### config.mk
export PLATFORM = sky130hd
export DESIGN_NAME = csa_serial_mult
export DESIGN_NICKNAME = d
export VERILOG_FILES = /design/src/rtl/csa_serial_mult.sv
export SDC_FILE = /design/constraint.sdc
export NUM_CORES = 1
export LEC_CHECK = 0
export BUFFER_PORTS_ARGS = -buffer_cell sky130_fd_sc_hd__clkbuf_2
export CAP_MARGIN = 20
export CORE_ASPECT_RATIO = 0.7
export CORE_MARGIN = 1.5
export CORE_UTILIZATION = 45
export DETAILED_ROUTE_END_ITERATION = 6
export HOLD_SLACK_MARGIN = 0.15
export PLACE_DENSITY_LB_ADDON = 0.12
export RECOVER_POWER = 100
export SLEW_MARGIN = 20
export SYNTH_ARGS = -nofsm -noshare
export SYNTH_HDL_FRONTEND = slang
export SYNTH_SLANG_ARGS = --single-unit
### constraint.sdc
create_clock -name clk -period 3.4 [get_ports clk]
set_input_delay 0.17 -clock clk [delete_from_list [all_inputs] [get_ports clk]]
set_output_delay 0.17 -clock clk [all_outputs]
set_load 0.03 [all_outputs]
### src/rtl/csa_serial_mult.sv
module csa_serial_mult #(
  parameter int WC = 5,
  parameter int WD = 8
) (
  input  logic          clk,
  input  logic          rst_n,
  input  logic          start,
  input  logic          x_in,
  input  logic [WC-1:0] coef,
  output logic          p_out,
  output logic          p_valid
);
  localparam int NCYC = WD + WC - 1;
  localparam int CW   = $clog2(NCYC + 1);

  logic [CW-1:0] cnt, k;
  logic          busy, active, xb, neg, cin, inj_q;
  logic [WC-1:0] s_q, c_q, s_in, c_in, pp, fs, fc;

  assign active = start | busy;
  assign k      = start ? '0 : cnt;
  assign xb     = active & (int'(k) < WD) & x_in;
  assign neg    = active & (int'(k) == WD - 1);
  assign s_in   = start ? '0 : s_q;
  assign c_in   = start ? '0 : c_q;
  assign cin    = neg | (~start & inj_q);

  for (genvar i = 0; i < WC; i++) begin : g_stage
    assign pp[i] = (coef[i] & xb) ^ neg;
    assign fs[i] = pp[i] ^ s_in[i] ^ c_in[i];
    assign fc[i] = (pp[i] & s_in[i]) | (pp[i] & c_in[i]) | (s_in[i] & c_in[i]);
  end

  always_ff @(posedge clk or negedge rst_n) begin
    if (!rst_n) begin
      s_q     <= '0;
      c_q     <= '0;
      inj_q   <= 1'b0;
      cnt     <= '0;
      busy    <= 1'b0;
      p_out   <= 1'b0;
      p_valid <= 1'b0;
    end else if (active) begin
      s_q     <= {fs[WC-1], fs[WC-1:1]};
      c_q     <= fc;
      inj_q   <= fs[0] & cin;
      p_out   <= fs[0] ^ cin;
      p_valid <= 1'b1;
      cnt     <= k + 1'b1;
      busy    <= (int'(k) != NCYC - 1);
    end else begin
      p_out   <= 1'b0;
      p_valid <= 1'b0;
    end
  end
endmodule


# Yosys cells after proc, flatten, opt, wreduce, memory -nomap -nowiden
# Cells that the tools add are included.
# word_totals
register_bits	17
out_inout_bits	2
# op_classes
n_addsub	1
magnitude_cmp	1
eq_ne	2
n_mux	5
bitwise_logic	54
# op_table
cell	count
$and A1 B1 Y1	25
$xor A1 B1 Y1	16
$or A1 B1 Y1	12
$mux W5	2
$add A4 B1 Y4 const B	1
$eq A4 B4 Y1 const B	1
$lt A4 B4 Y1 const B	1
$mux W4	1
$ne A4 B4 Y1 const B	1
$mux W1	2
$not A1 Y1	1

# Logic depth before layout (Yosys ltp)
# logic_depth
ltp_word	10
depth_mapped	10

# Worst setup path before layout
# Ideal clock, no wire load.
# synth_path
path_kind	register to register
startpoint	register cnt[0]
endpoint	register p_out
arrival_time_ps	2074
t_required_ps	3282
path_slack_ps	1209
path_stages_with_launch	9
synth_period_minus_slack_ps	2191
cell_sequence	dfrtp_1 -> nor2b_1 -> ha_1 -> nand2_1 -> a31oi_1 -> mux2i_1 -> fa_1 -> ha_1 -> nor2b_1
# synth_between
elab_chain_cells	10
# synth_lines
element	line_no	text
start, declared	16	logic [CW-1:0] cnt, k;
start signal, assigned	49	cnt <= k + 1'b1;
$mux W4 (*)	21	assign k = start ? '0 : cnt;
$lt A4 B4 Y1	22	assign xb = active & (int'(k) < WD) & x_in;
$and A1 B1 Y1 (2 in a row)	22	
$and A1 B1 Y1	29	assign pp[i] = (coef[i] & xb) ^ neg;
$xor A1 B1 Y1	29	
$xor A1 B1 Y1 (2 in a row)	30	assign fs[i] = pp[i] ^ s_in[i] ^ c_in[i];
$xor A1 B1 Y1 (*)	47	p_out <= fs[0] ^ cin;
$mux W1 (*)	43	end else if (active) begin
end signal, assigned	47	
end, declared	10	output logic p_out,
# Every way passes the cells marked *; elsewhere a longest branch is shown, timed or not.
# A chain may end at the register's enable or synchronous reset.

# Worst setup path after layout
# Ends and elaborated chain as after synthesis.

==> results.md <==
* Antenna violations before repair at 0
* Pleak at 0.000489 uW
* Reg clk slew, reported paths at 110 ps
* Area growth from synthesis to layout at 7.25%
* Max clock buf depth at 2
* Worst-path maximum fanout at 5
* Wire per inst at 13.0 um
* Startpoint types: flop
* Fin crit share at 0.713
* Peak supply drop at 0.000277 V
* Largest area contributor in the netlist: dfrtp_1
* DRT iter0 DRCs at 15
* Final Hold Vio Count at 0
* TritonRoute pass-1 iters at 4
* Via count at 606
* Postcts setup bufs at 0
* Nets at 115
* Power per cell area at 407 mW/mm2
* Worst Path Required at 3540 ps
* Dpl ws at 949 ps
* Critical path type: flop to flop
* H-Tree Depth at 1
* Cell count after synthesis at 86
* Post-CTS Hold Fix Bufs at 1
* RSZ-0062 raised after global routing: false
* Worst slew pin tran at 1010 ps
* Setup TNS at 0 ps
* Yosys cell types at 21
* Register area share after synthesis at 0.440
* Warnings from Yosys at 0
* CP endpoint kind: flop
* Global-route wire length before repair at 2740 um
* Flops & latches, synth at 17
* Hold WC Path Type: input pin to flop
* Avg Cell Area, Syn at 11.2 um2
* Die height at 41.8 um
* FP Rows at 13
* Total wire length at 1560 um
* DRC violations left at 0
* Syn nets at 102
* GRT Util Overall at 0.156
* I/O Buffers at 10
* Max-Cap Viols at 0
* Clock sink total at 17
* Yosys top cell area share at 0.440
* Hold Slack at 245 ps
* GPL Wtd Cong at 0.822
* Clk_lat worst skew at 300 ps
* Clock skew after layout at 12.7 ps
* Synth area leaders: dfrtp_1 44%, mux2_2 10%, fa_1 10%
* Vias in the first global route at 614
* CTS tree: yes
* DP Area at 0.00102 mm2
* Leading cell type in the layout, fill and taps excluded: dfrtp_1
* Status: finished, final reports clean
* Resize count post-CTS at 0
* FF/Latch Area at 425 um2
* Die Span X at 58.4 um
* Num CTS Buffers at 3
* Vias per cell at 5.05
* Initial Util at 0.499
* Relative slew slack at 0.325
* Share of layout cells above drive strength 1 at 0.194
* Fin area at 0.00104 mm2
* Post-DRT Antenna Nets at 0
* Most frequent cells in the layout: 17 x dfrtp_1, 13 x nand2_1, 10 x nor2b_1
* Die area at 0.00244 mm2
* Final setup fails at 0
* Pin count of the biggest net entering global routing at 18
* Worst Setup Slack, final at 976 ps
* Top Ports at 11
* Multi-input combinational cell area at 480 um2
* Fmax at 0.413 GHz
* Critical Path AT at 2560 ps
* Netlist Area Pre-Place at 966 um2
* Fin. max-slew vios at 0
* Clock root buffer: clkbuf_4
* Grt total ovfl at 0
* Filler cells at 176
* Fin crit period at 2420 ps
* Placed wire-length estimate at 1180 um
* Ant. Diodes at 0
* Area of the core at 0.00194 mm2
==> Yosys cell counts <==
cell	instances
dfrtp_1	17
nand2_1	13
nor2b_1	10
mux2_2	9
fa_1	5
inv_1	5
o21ai_0	5
mux2i_1	4
a21oi_1	3
buf_6	2
ha_1	2
xnor2_1	2
a31oi_1	1
clkbuf_1	1
nand2b_4	1
nand3_1	1
nand4_1	1
nand4b_1	1
nor2_1	1
nor2_4	1
o21ai_1	1
==> final timing paths <==
path	slack [ps]	start	depth (start not counted)	endpoint
worst max-delay path	980	cnt[0]	8	p_out
worst min-delay path	240	start	2	cnt[3]
worst max register to register	980	cnt[0]	8	p_out
worst min register to register	490	c_q[4]	2	c_q[4]
max in group asynchronous	2350	rst_n	2	s_q[0]
min in group asynchronous	500	rst_n	2	cnt[0]
==> metal layers <==
layer  up-vias  share of wire  GRT usage
li1        308              -          -
met1       286           0.51      0.204
met2        10           0.44      0.236
met3         2          0.042     0.0685
met4         0         0.0045     0.0372
met5         -              0          0
==> metrics by stage <==
stage	utilization	cells	total power (uW)
6_report	0.535	120	422
5_1_grt	0.535	120	454
4_1_cts	0.545	120	430
3_5_place_dp	0.526	115	319
3_3_place_gp	0.526	115	316
2_1_floorplan	-	86	293
==> critical path, stage by stage, from the launching register on <==
cell,delay (ps)
dfrtp_1,400
nor2b_1,150
ha_1,240
nand4b_1,160
nand2b_1,250
mux2i_1,230
fa_1,430
ha_1,290
nor2b_1,120
==> sequential cells by signal, summed over array words and instances, names as in the netlist <==
name	count
p_out	1
c_q	5
inj_q	1
p_valid	1
cnt	4
s_q	4
busy	1
==> cell type report <==
class | instances | area share
Tap cell | 22 | 0.0266
Timing Repair Buffer | 11 | 0.0543
Clock inverter | 1 | 0.00483
Multi-Input combinational cell | 61 | 0.464
Clock buffer | 3 | 0.0217
Sequential cell | 17 | 0.411
Inverter | 5 | 0.0181
==> power by group <==
part | switching [uW] | internal, uW
combinational | 40.6 | 36.0
clock | 65.6 | 43.8
sequential | 12.0 | 224
==> logic make-up (layout without fill, tap and decap cells) <==
family / after synthesis / after routing / share of synthesized area
mux: 13 / 13 / 0.146
xor+xnor: 2 / 2 / 0.0181
simple gates: 29 / 29 / 0.166
flops: 17 / 17 / 0.440
fa+ha+maj: 7 / 7 / 0.130
compound gates: 10 / 10 / 0.0531
buf+inv: 8 / 20 / 0.0466
Note: power is estimated with default switching activity, not from simulation.
